### src/rtl/tcfn_pkg.sv
package tcfn_pkg;
  typedef enum logic {
    ST_IDLE  = 1'b0,
    ST_SHIFT = 1'b1
  } tcfn_state_e;
endpackage

### src/rtl/tcfn_rst_sync.sv
module tcfn_rst_sync #(
  parameter int STAGES = 2
) (
  input  logic clk,
  input  logic rst_n,
  output logic rst_sync_n
);
  logic [STAGES-1:0] chain_q;

  generate
    if (STAGES == 1) begin : g_single
      always_ff @(posedge clk or negedge rst_n) begin
        if (!rst_n) chain_q <= '0;
        else        chain_q <= 1'b1;
      end
    end else begin : g_multi
      always_ff @(posedge clk or negedge rst_n) begin
        if (!rst_n) chain_q <= '0;
        else        chain_q <= {chain_q[STAGES-2:0], 1'b1};
      end
    end
  endgenerate

  assign rst_sync_n = chain_q[STAGES-1];
endmodule

### src/rtl/tcfn_classify.sv
module tcfn_classify #(
  parameter int MW = 8
) (
  input  logic [MW-1:0] mant,
  output logic          is_zero,
  output logic          is_norm
);
  assign is_zero = (mant == '0);
  assign is_norm = mant[MW-1] ^ mant[MW-2];
endmodule

### src/rtl/tcfn_step.sv
module tcfn_step #(
  parameter int MW = 8,
  parameter int EW = 4
) (
  input  logic [MW-1:0] mant,
  input  logic [EW-1:0] expo,
  output logic [MW-1:0] mant_sh,
  output logic [EW-1:0] expo_dec,
  output logic          sh_norm,
  output logic          at_floor
);
  localparam logic [EW-1:0] EXP_FLOOR = {1'b1, {(EW-1){1'b0}}};
  localparam logic [EW-1:0] EXP_ONE   = {{(EW-1){1'b0}}, 1'b1};

  assign mant_sh  = {mant[MW-2:0], 1'b0};
  assign expo_dec = expo - EXP_ONE;
  assign sh_norm  = mant_sh[MW-1] ^ mant_sh[MW-2];
  assign at_floor = (expo == EXP_FLOOR);
endmodule

### src/rtl/tc_float_normaliser.sv
module tc_float_normaliser
  import tcfn_pkg::*;
#(
  parameter int MANT_W     = 8,
  parameter int EXP_W      = 4,
  parameter int RST_STAGES = 2
) (
  input  logic              clk,
  input  logic              rst_n,
  input  logic              in_valid,
  input  logic [MANT_W-1:0] in_mant,
  input  logic [EXP_W-1:0]  in_exp,
  output logic              busy,
  output logic              out_valid,
  output logic [MANT_W-1:0] out_mant,
  output logic [EXP_W-1:0]  out_exp,
  output logic              out_uflow
);
  localparam logic [EXP_W-1:0] EXP_MIN = {1'b1, {(EXP_W-1){1'b0}}};

  logic rst_int_n;

  tcfn_state_e       state_q, state_n;
  logic [MANT_W-1:0] mant_q, mant_n;
  logic [EXP_W-1:0]  exp_q, exp_n;
  logic              done_q, done_n;
  logic              uflow_q, uflow_n;
  logic              dp_en;

  logic              in_zero, in_norm;
  logic [MANT_W-1:0] sh_mant;
  logic [EXP_W-1:0]  sh_exp;
  logic              sh_norm, at_floor;

  tcfn_rst_sync #(.STAGES(RST_STAGES)) u_rst (
    .clk        (clk),
    .rst_n      (rst_n),
    .rst_sync_n (rst_int_n)
  );

  tcfn_classify #(.MW(MANT_W)) u_cls (
    .mant    (in_mant),
    .is_zero (in_zero),
    .is_norm (in_norm)
  );

  tcfn_step #(.MW(MANT_W), .EW(EXP_W)) u_step (
    .mant     (mant_q),
    .expo     (exp_q),
    .mant_sh  (sh_mant),
    .expo_dec (sh_exp),
    .sh_norm  (sh_norm),
    .at_floor (at_floor)
  );

  // Next-state logic
  always_comb begin
    state_n = state_q;
    mant_n  = mant_q;
    exp_n   = exp_q;
    uflow_n = uflow_q;
    done_n  = 1'b0;
    unique case (state_q)
      ST_IDLE: begin
        if (in_valid) begin
          uflow_n = 1'b0;
          mant_n  = in_mant;
          exp_n   = in_exp;
          if (in_zero) begin
            exp_n  = EXP_MIN;
            done_n = 1'b1;
          end else if (in_norm) begin
            done_n = 1'b1;
          end else begin
            state_n = ST_SHIFT;
          end
        end
      end
      ST_SHIFT: begin
        if (at_floor) begin
          uflow_n = 1'b1;
          done_n  = 1'b1;
          state_n = ST_IDLE;
        end else begin
          mant_n = sh_mant;
          exp_n  = sh_exp;
          if (sh_norm) begin
            done_n  = 1'b1;
            state_n = ST_IDLE;
          end
        end
      end
      default: state_n = ST_IDLE;
    endcase
  end

  assign dp_en = (state_q == ST_SHIFT) || in_valid;

  // Registers
  always_ff @(posedge clk or negedge rst_int_n) begin
    if (!rst_int_n) begin
      state_q <= ST_IDLE;
      mant_q  <= '0;
      exp_q   <= '0;
      uflow_q <= 1'b0;
      done_q  <= 1'b0;
    end else begin
      done_q <= done_n;
      if (dp_en) begin
        state_q <= state_n;
        mant_q  <= mant_n;
        exp_q   <= exp_n;
        uflow_q <= uflow_n;
      end
    end
  end

  assign busy      = (state_q == ST_SHIFT);
  assign out_valid = done_q;
  assign out_mant  = mant_q;
  assign out_exp   = exp_q;
  assign out_uflow = uflow_q;
endmodule

### config.mk
export PLATFORM = sky130hd
export DESIGN_NAME = tc_float_normaliser
export DESIGN_NICKNAME = d
export VERILOG_FILES = /design/src/rtl/tcfn_pkg.sv /design/src/rtl/tcfn_rst_sync.sv /design/src/rtl/tcfn_classify.sv /design/src/rtl/tcfn_step.sv /design/src/rtl/tc_float_normaliser.sv
export SDC_FILE = /design/constraint.sdc
export NUM_CORES = 1
export LEC_CHECK = 0
export CELL_PAD_IN_SITES_DETAIL_PLACEMENT = 1
export CELL_PAD_IN_SITES_GLOBAL_PLACEMENT = 1
export CORE_AREA = 5 5 57 59
export DETAILED_ROUTE_END_ITERATION = 10
export DIE_AREA = 0 0 62 64
export GPL_ROUTABILITY_DRIVEN = 0
export PLACE_DENSITY_LB_ADDON = 0.1
export SLEW_MARGIN = 10
export SYNTH_ARGS = -nofsm -noshare
export SYNTH_HDL_FRONTEND = slang
export SYNTH_SLANG_ARGS = --single-unit
### constraint.sdc
create_clock -name clk -period 1.7 [get_ports clk]
set_clock_uncertainty 0.1 [all_clocks]
set_input_delay 0.34 -clock clk [delete_from_list [all_inputs] [get_ports clk]]
set_output_delay 0.34 -clock clk [all_outputs]
set_load 0.02 [all_outputs]
-- Word level (Yosys, flattened, before mapping)
Index checks and enable logic that the tools add are counted.
- register bits after elaboration: 17
- input bits: 15
- output and inout port bits: 15
- word-level logic and storage cells: 40
- add/sub/neg operators: 1
- equal/unequal tests: 4
- multiplexer cells: 22
- bitwise operators: 3
- reduce and logical (&&, ||, !) cells: 4
- operator list (kind ; number):
    8-bit two-way mux ; 2
    8-bit case mux with 2 select lines ; 1
    1-bit two-way mux ; 12
    4-bit two-way mux ; 3
    8-bit zero test ; 1
    4-bit case mux with 2 select lines ; 1
    1-bit case mux with 2 select lines ; 3
    3-bit AND reduction ; 2
    4-bit equality test (second input constant) ; 1
    2-bit != test (second input constant) ; 2
    4-bit by 1-bit subtractor with 4-bit output (second input constant) ; 1
    2-bit by 1-bit != test with 1-bit output (second input constant) ; 1
    1-bit XOR ; 2
    1-bit logical OR ; 1
    1-bit inverter ; 1

-- Logic depth before layout (Yosys ltp)
Gate-level depths: netlist (run 1).
- word-level depth: 5
- depth in mapped cells: 5
- gate-level depth less buffers: 5

-- By module
From an unflattened synthesis (run 1), not the netlist that was laid out.
- cells, all modules: 81
- area, all modules: 1013.5 um^2
- modules (own cells, without submodules) (module ; times used ; cells an instance ; area each (um^2) ; sequential area each (um^2)):
    tc_float_normaliser ; 1 ; 55 ; 783.3 ; 375.4
    tcfn_step ; 1 ; 18 ; 133.9 ; 0.0
    tcfn_rst_sync ; 1 ; 3 ; 53.8 ; 50.0
    tcfn_classify ; 1 ; 5 ; 42.5 ; 0.0

-- Least setup slack after synthesis (run 1)
Ideal clock, no wire load.
- path kind: register to register
- start: register exp_q[0], in the netlist out_exp[0]
- end: register mant_q[1], in the netlist out_mant[1]
- setup time: 0.125 ns
- arrival: 1.609 ns
- data required time: 1.475 ns
- path slack: -0.134 ns
- cell stages (with the launch flop): 6
- path buffers: 0
- clock period less this slack: 1.834 ns
- cell sequence: dfrtp_1 -> inv_1 -> ha_1 -> and3b_1 -> a21oi_4 -> mux2_2
- longest elaborated chain between the ends: 3
- ends and longest elaborated chain (item ; line ; source):
    from (decl) ; tc_float_normaliser.sv:25 ; logic [EXP_W-1:0] exp_q, exp_n;
    from (signal assigned) ; tc_float_normaliser.sv:112 ; exp_q <= exp_n;
    4-bit equality test ; tcfn_step.sv:18 ; assign at_floor = (expo == EXP_FLOOR);
    2-bit != test (no line) ; n/a ;
    3-bit AND reduction (no line) ; n/a ;
    to (signal assigned) ; tc_float_normaliser.sv:111 ; mant_q <= mant_n;
    to (decl) ; tc_float_normaliser.sv:24 ; logic [MANT_W-1:0] mant_q, mant_n;
No other way between the ends.
A chain may end at the register's enable or synchronous reset.

-- Final worst setup path (run 1)
- start: register exp_q[0], in the netlist out_exp[0]
- end: register mant_q[3], in the netlist out_mant[3]
The elaborated chain is that of the path after synthesis.

==> flow_metrics.env, run 1 <==
export IMPL_timing_max_slew_rel_slack_pct=58.7
export IMPL_hpwl_mm=1.93
export IMPL_crit_slowest_cell="dfrtp_2"
export IMPL_final_net_count=144
export IMPL_fmax_mhz=611
export IMPL_nFillCells=295
export IMPL_cells_after_synthesis=83
export IMPL_final_common_cell="dfrtp_1"
export IMPL_timing_final_max_slew_violations=0
export IMPL_grt_start_max_net_pins=17
export IMPL_synthDominantCellAreaShare_pct=46.4
export IMPL_crit_end="out_mant[3]"
export IMPL_grt_pass1_vias=920
export IMPL_cts_max_path_buffers=2
export IMPL_setup_viol=0
export IMPL_critPathMaxFanout=9
export IMPL_clk_transition_reported_paths_ns=0.10
export IMPL_floorplan_die_width_um=62
export IMPL_filler_free_cell_count_of_the_finished_design=157
export IMPL_antenna_found_initial=0
export IMPL_worstSetupEndpointType="flip-flop"
export IMPL_routed_via_density=5.13
export IMPL_drtPass1Iterations=2
export IMPL_layout_drive_gt1_share_pct=31.7
export IMPL_setup_reg_to_reg_worst_slack_ns=0.06
export IMPL_remaining_global_route_overflow=0
export IMPL_final_cell_mix="15 x dfrtp_1, 14 x dlygate4sd2_1, 11 x buf_4"
export IMPL_tritoncts="yes"
export IMPL_routedWlPerCell_um=15.8
export IMPL_ios=30
export IMPL_routed_wl_mm=2.49
export IMPL_worstSetupStartpoint="out_exp[0]"
export IMPL_post_synth_top_area_cell="dfrtp_1"
export IMPL_detailedRoute_firstIterationViolations=3
export IMPL_hold_viol_final=0
export IMPL_cp_slowest_stage_delay_ns=0.38
export IMPL_synth_area_top_cells="dfrtp_1 46%, mux2_2 16%, o21ai_0 4.9%"
export IMPL_core_region_area_um2=2660
export IMPL_clock_tree_htree_level_count=1
export IMPL_timing_worst_setup_path_type="flip-flop to flip-flop"
export IMPL_mappedNetlistNets=100
export IMPL_placement_rows=19
export IMPL_crit_path_cell_trace="inv_2, ha_4, and3b_2, a21oi_4, buf_12, mux2_4"
export IMPL_area_occupied_by_multi_input_gates_um2=509
export IMPL_cts_root_buf="clkbuf_4"
export IMPL_maxCapViolations=0
export IMPL_cp_depth=6
export IMPL_required_time_of_the_critical_path_ns=1.79
export IMPL_rsz_0062_raised_after_global_routing="no"
export IMPL_grt_use_total_pct=15.0
export IMPL_initial_core_util_pct=34.4
export IMPL_layout_area_overhead_vs_synth_pct=54.4
export IMPL_yosys_warnings=0
export IMPL_clock_sink_count=17
export IMPL_worstSkewPairLatency_ns=0.29
export IMPL_numPlacedInstances=152
export IMPL_utilization_pct=53.2
export IMPL_vdd_ir_drop_max_v=0.000950
export IMPL_cts_buffers_inserted=3
export IMPL_grt_pass1_wl_mm=4.43
export IMPL_worst_path_buf_inv=2
export IMPL_antenna_cells=0
export IMPL_power_density_nw_per_um2=1630
export IMPL_drc=0
export IMPL_place_port_buffers=29
export IMPL_max_slew_worst_pin_slew_ns=0.620
export IMPL_seqCellArea_um2=428
export IMPL_synth_cell_type_count=29
export IMPL_netlist_area_um2=917
export IMPL_final_period_minus_worst_setup_slack_ns=1.64
export IMPL_chipHeight_um=64
export IMPL_min_delay_path_class="input port to async pin"
export IMPL_worstPathArrival_ns=1.72
export IMPL_rr_endpoint="out_mant[3]"
export IMPL_finalCritPeriodShare_pct=96.3
export IMPL_timing_rr_start="out_exp[0]"
export IMPL_holdBufCountCts=0
export IMPL_power_leakage_nw=0.690
export IMPL_final_antenna_net_count=0
export IMPL_ys_seq_area_share_pct=46.4
export IMPL_critical_path_top_delay_family="flip-flops"
export IMPL_run_status="finished clean"
export IMPL_setup_worst_path_start_class="flip-flop"
export IMPL_ys_seq_elements=17
export IMPL_number_of_vias_after_detailed_routing=806
export IMPL_synth_area_per_cell_um2=11.0
export IMPL_floorplan_die_area_um2=3970
export IMPL_r2r_worst_path_cells=6
-- power breakdown --
part	switching [mW]	leakage, nW	internal [mW]
Combinational	0.643	0.472	0.698
Sequential	0.161	0.203	0.582
Clock	0.131	0.0150	0.0914
Total	0.935	0.690	1.37
-- layout make-up --
class | instances | share of cell area [%]
flip-flops and latches | 17 | 30.2
multi-input cells | 57 | 36.0
repair buffers | 41 | 27.4
inverters | 7 | 1.86
well taps | 31 | 2.74
clock buffers | 4 | 1.86
-- per-stage QoR --
stage	area (um2)	hold WS [ns]	setup TNS, ns	setup WS, ns	total power, mW
after floorplan	960	-0.0556	-0.139	-0.0199	1.57
after global placement	1370	0.202	-1.80	-0.414	2.20
after detailed placement	1370	0.189	-2.00	-0.425	2.22
after CTS	1400	0.0911	0	0.00188	2.35
after global routing	1420	0.0972	0	0.0180	2.50
final	1420	0.0956	0	0.0627	2.31
-- how the worst min path moves through the flow --
stage | startpoint | end | slack [ns]
floorplan | rst_n | u_rst.chain_q[0] | -0.06
global placement | u_rst.chain_q[1] | out_mant[7] | 0.20
detailed placement | u_rst.chain_q[1] | out_valid | 0.19
CTS | rst_n | u_rst.chain_q[0] | 0.09
global route | rst_n | u_rst.chain_q[0] | 0.1
finish | rst_n | u_rst.chain_q[0] | 0.1
-- cell usage after synthesis --
library cell and count:
inv_1 7, or4b_4 1, o211a_1 2, a21oi_4 1, nor2_1 3, o2bb2ai_1 1
conb_1 1, ha_1 2, a21oi_1 3, nand3b_1 1, nor2b_1 1, a31oi_1 1
nor3_1 2, o22a_1 1, nand2b_1 1, nand3_1 1, a211oi_1 1, nand2_1 3
and3b_1 2, dfrtp_1 17, xnor2_1 2, o221ai_1 1, or3_1 1, nor3b_1 1
mux2_2 13, buf_4 2, o21ai_0 9, a221o_1 1, nor4b_1 1
-- sequential cells by signal, summed over array words and instances, names as in the netlist --
name and cells:
out_uflow 1, u_rst.chain_q 2, out_exp 4, out_mant 8, out_valid 1, busy 1
-- kinds of logic (layout without fill, tap and decap cells) --
| logic type | count (synthesis) | in the layout | synth area share (%) |
|---|---|---|---|
| muxes | 13 | 13 | 16.0 |
| xor gates and xnor gates | 2 | 2 | 1.91 |
| AOI/OAI and AO/OA | 21 | 21 | 16.0 |
| other | 1 | 1 | 0.409 |
| buffers and inverters | 9 | 52 | 4.50 |
| and+or+nand+nor | 18 | 18 | 12.1 |
| DFF | 17 | 17 | 46.4 |
| adders and majority gates | 2 | 2 | 2.73 |
-- worst register-to-register path, cell delays in order (launching register included) --
cell and delay (ns):
dfrtp_2 0.38, inv_2 0.05, ha_4 0.16, and3b_2 0.24, a21oi_4 0.15, buf_12 0.15
mux2_4 0.30
-- timing repair --
action	CTS	global route
setup endpoints to repair	17	5
pin swaps	2	2
resized for setup	18	7
setup buffers	1	0
-- per-layer routing --
metal / wire [um] / up-vias / part of all wire (%) / track usage (%)
li1: - / 384 / - / -
met1: 1070 / 401 / 43 / 19.2
met2: 1280 / 16 / 51 / 24.6
met3: 95 / 5 / 3.8 / 2.21
met4: 48 / 0 / 1.9 / 6.37
met5: 0 / - / 0 / 0
(Power assumes the default switching activity.)
==> inputs of run 2 (changes only) <==
- CORE_AREA: 5 5 57 59 -> 5 5 62 64
- DIE_AREA: 0 0 62 64 -> 0 0 67 69
- GPL_ROUTABILITY_DRIVEN: 0 -> 1
- clock period: 1.7 -> 1.5 ns (I/O delays scaled with it)
==> flow_metrics.env, run 2 (same netlist as run 1, synthesis figures left out) <==
export IMPL_run_status="complete, but fails checks"
export IMPL_failed_checks="setup timing"
export IMPL_worstSetupEndpointType="flip-flop"
export IMPL_power_frac_seq_pct=28.7
export IMPL_placement_rows=21
export IMPL_routedWlPerCell_um=14.5
export IMPL_nFillCells=361
export IMPL_setup_worst_path_start_class="flip-flop"
export IMPL_cts_max_path_buffers=2
export IMPL_placed_area_um2=1450
export IMPL_floorplan_die_area_um2=4620
export IMPL_timing_worst_setup_path_type="flip-flop to flip-flop"
export IMPL_final_period_minus_worst_setup_slack_ns=1.62
export IMPL_antenna_found_initial=0
export IMPL_antenna_cells=0
export IMPL_pwr_share_comb_pct=62.4
export IMPL_clock_tree_htree_level_count=1
export IMPL_vdd_ir_drop_max_v=0.000878
export IMPL_critPathMaxFanout=9
export IMPL_clock_power_share_pct=8.9
export IMPL_gpl_final_weighted_congestion=0.787
export IMPL_cts_buffers_inserted=3
export IMPL_hpwl_mm=2.06
export IMPL_final_net_count=160
export IMPL_initial_core_util_pct=28.4
export IMPL_final_cell_mix="26 x buf_4, 15 x dlygate4sd2_1, 14 x dfrtp_1"
export IMPL_post_route_worst_setup_slack_ns=-0.125
export IMPL_clock_sink_count=17
export IMPL_detailedRoute_firstIterationViolations=18
export IMPL_tritoncts="yes"
export IMPL_grt_start_max_net_pins=13
export IMPL_drc=0
export IMPL_finalCritPeriodShare_pct=108
export IMPL_maxCapViolations=0
export IMPL_remaining_global_route_overflow=0
export IMPL_cp_slowest_stage_delay_ns=0.38
export IMPL_timing_final_max_slew_violations=0
export IMPL_floorplan_die_width_um=67
export IMPL_holdBufCountCts=0
export IMPL_crit_path_cell_trace="inv_2, ha_4, and3b_2, a21oi_4, buf_12, mux2_4"
export IMPL_intPower_mw=1.69
export IMPL_routed_wl_mm=2.72
export IMPL_layout_cell_area_non_filler_um2=1580
export IMPL_core_region_area_um2=3230
export IMPL_routed_via_density=4.60
export IMPL_rsz_0062_raised_after_global_routing="yes"
export IMPL_layout_drive_gt1_share_pct=44.4
export IMPL_layout_area_overhead_vs_synth_pct=71.8
export IMPL_power_density_nw_per_um2=1780
export IMPL_worstPathArrival_ns=1.70
export IMPL_required_time_of_the_critical_path_ns=1.57
export IMPL_final_antenna_net_count=0
export IMPL_hold_viol_final=0
export IMPL_setup_reg_to_reg_worst_slack_ns=-0.12
export IMPL_number_of_vias_after_detailed_routing=865
export IMPL_fmax_mhz=615
export IMPL_chipHeight_um=69
export IMPL_fin_setup_tns_ns=-0.799
export IMPL_largest_register_ff_count=8
export IMPL_ios=30
export IMPL_final_common_cell="buf_4"
export IMPL_netSwitchingPower_mw=1.11
export IMPL_min_delay_path_class="flip-flop to async pin"
export IMPL_power_leakage_nw=0.736
export IMPL_cts_root_buf="clkbuf_4"
export IMPL_power_share_switching_pct=39.7
export IMPL_worstSkewPairLatency_ns=0.29
export IMPL_place_port_buffers=29
export IMPL_worst_path_buf_inv=2
export IMPL_crit_slowest_cell="dfrtp_2"
export IMPL_grt_use_total_pct=12.7
export IMPL_grt_pass1_vias=940
export IMPL_clk_transition_reported_paths_ns=0.11
export IMPL_setup_viol=9
export IMPL_critical_path_top_delay_family="flip-flops"
export IMPL_grt_pass1_wl_mm=4.57
export IMPL_drtPass1Iterations=4
## run 2: changes by cell type in the layout (fill, tap and decap cells not counted), sizes merged
cell	previous run	this run
dlymetal6s2s	5	0
buf	12	30
clkdlybuf4s50	10	9
clkdlybuf4s15	0	3
dlygate4sd2	14	15
## run 2: layout make-up
type | count | area (um2) | area share [%]
well taps | 46 | 57.6 | 3.65
repair buffers | 57 | 488 | 31.0
inverters | 7 | 26.3 | 1.67
flip-flops and latches | 17 | 429 | 27.2
multi-input cells | 57 | 548 | 34.8
clock buffers | 4 | 26.3 | 1.67
## run 2: routing by layer
| metal | track usage (%) | vias to the layer above | wire length, um |
|---|---|---|---|
| met1 | 16.1 | 421 | 1230 |
| met5 | 0 | - | 0 |
| met4 | 3.38 | 0 | 29 |
| met3 | 2.44 | 4 | 89 |
| li1 | - | 420 | - |
| met2 | 21.4 | 20 | 1370 |
## run 2: worst register-to-register path, delay by kind of cell (launching register included)
kind | cells | cell delay, ns
compound gates | 1 | 0.14
fa+ha+maj | 1 | 0.16
buf+inv | 2 | 0.20
flops | 1 | 0.38
mux | 1 | 0.30
simple gates | 1 | 0.22
## run 2: path summary, 6_finish.rpt
| check | start | to | cells after the start |
|---|---|---|---|
| setup / recovery | out_exp[0] | out_mant[6] | 6 |
| hold / removal | u_rst.chain_q[1] | out_mant[0] | 0 |
| setup reg to reg | out_exp[0] | out_mant[6] | 6 |
| hold reg to reg | u_rst.chain_q[1] | out_mant[0] | 0 |
| max in group asynchronous | u_rst.chain_q[1] | out_mant[6] | 1 |
| min in group clk | u_rst.chain_q[0] | u_rst.chain_q[1] | 0 |
## run 2: through the flow
stage / power, mW / utilization (%) / cells / setup WS [ns] / hold WS (ns)
detailed placement: 2.65 / 44.8 / 175 / -0.519 / 0.0868
floorplan: 1.78 / - / 83 / -0.219 / -0.0956
global placement: 2.63 / 44.8 / 175 / -0.531 / 0.0957
finish: 2.80 / 48.7 / 188 / -0.125 / 0.0649
global route: 3.00 / 48.7 / 188 / -0.166 / 0.0628
CTS: 2.80 / 48.3 / 187 / -0.136 / 0.0660
## run 2: what timing repair did
action                     CTS  global route
pin swaps                    6             2
buffers inserted             8             1
setup endpoints to repair   27            13
gates resized for setup     39             6
## run 2: power by group through the flow
stage	combinational, mW	sequential, mW	clock (mW)
3_5_place_dp	1.82	0.821	0
2_1_floorplan	0.697	1.09	0
4_1_cts	1.73	0.809	0.258
5_1_grt	1.88	0.840	0.277
3_3_place_gp	1.81	0.814	0
6_report	1.75	0.806	0.250
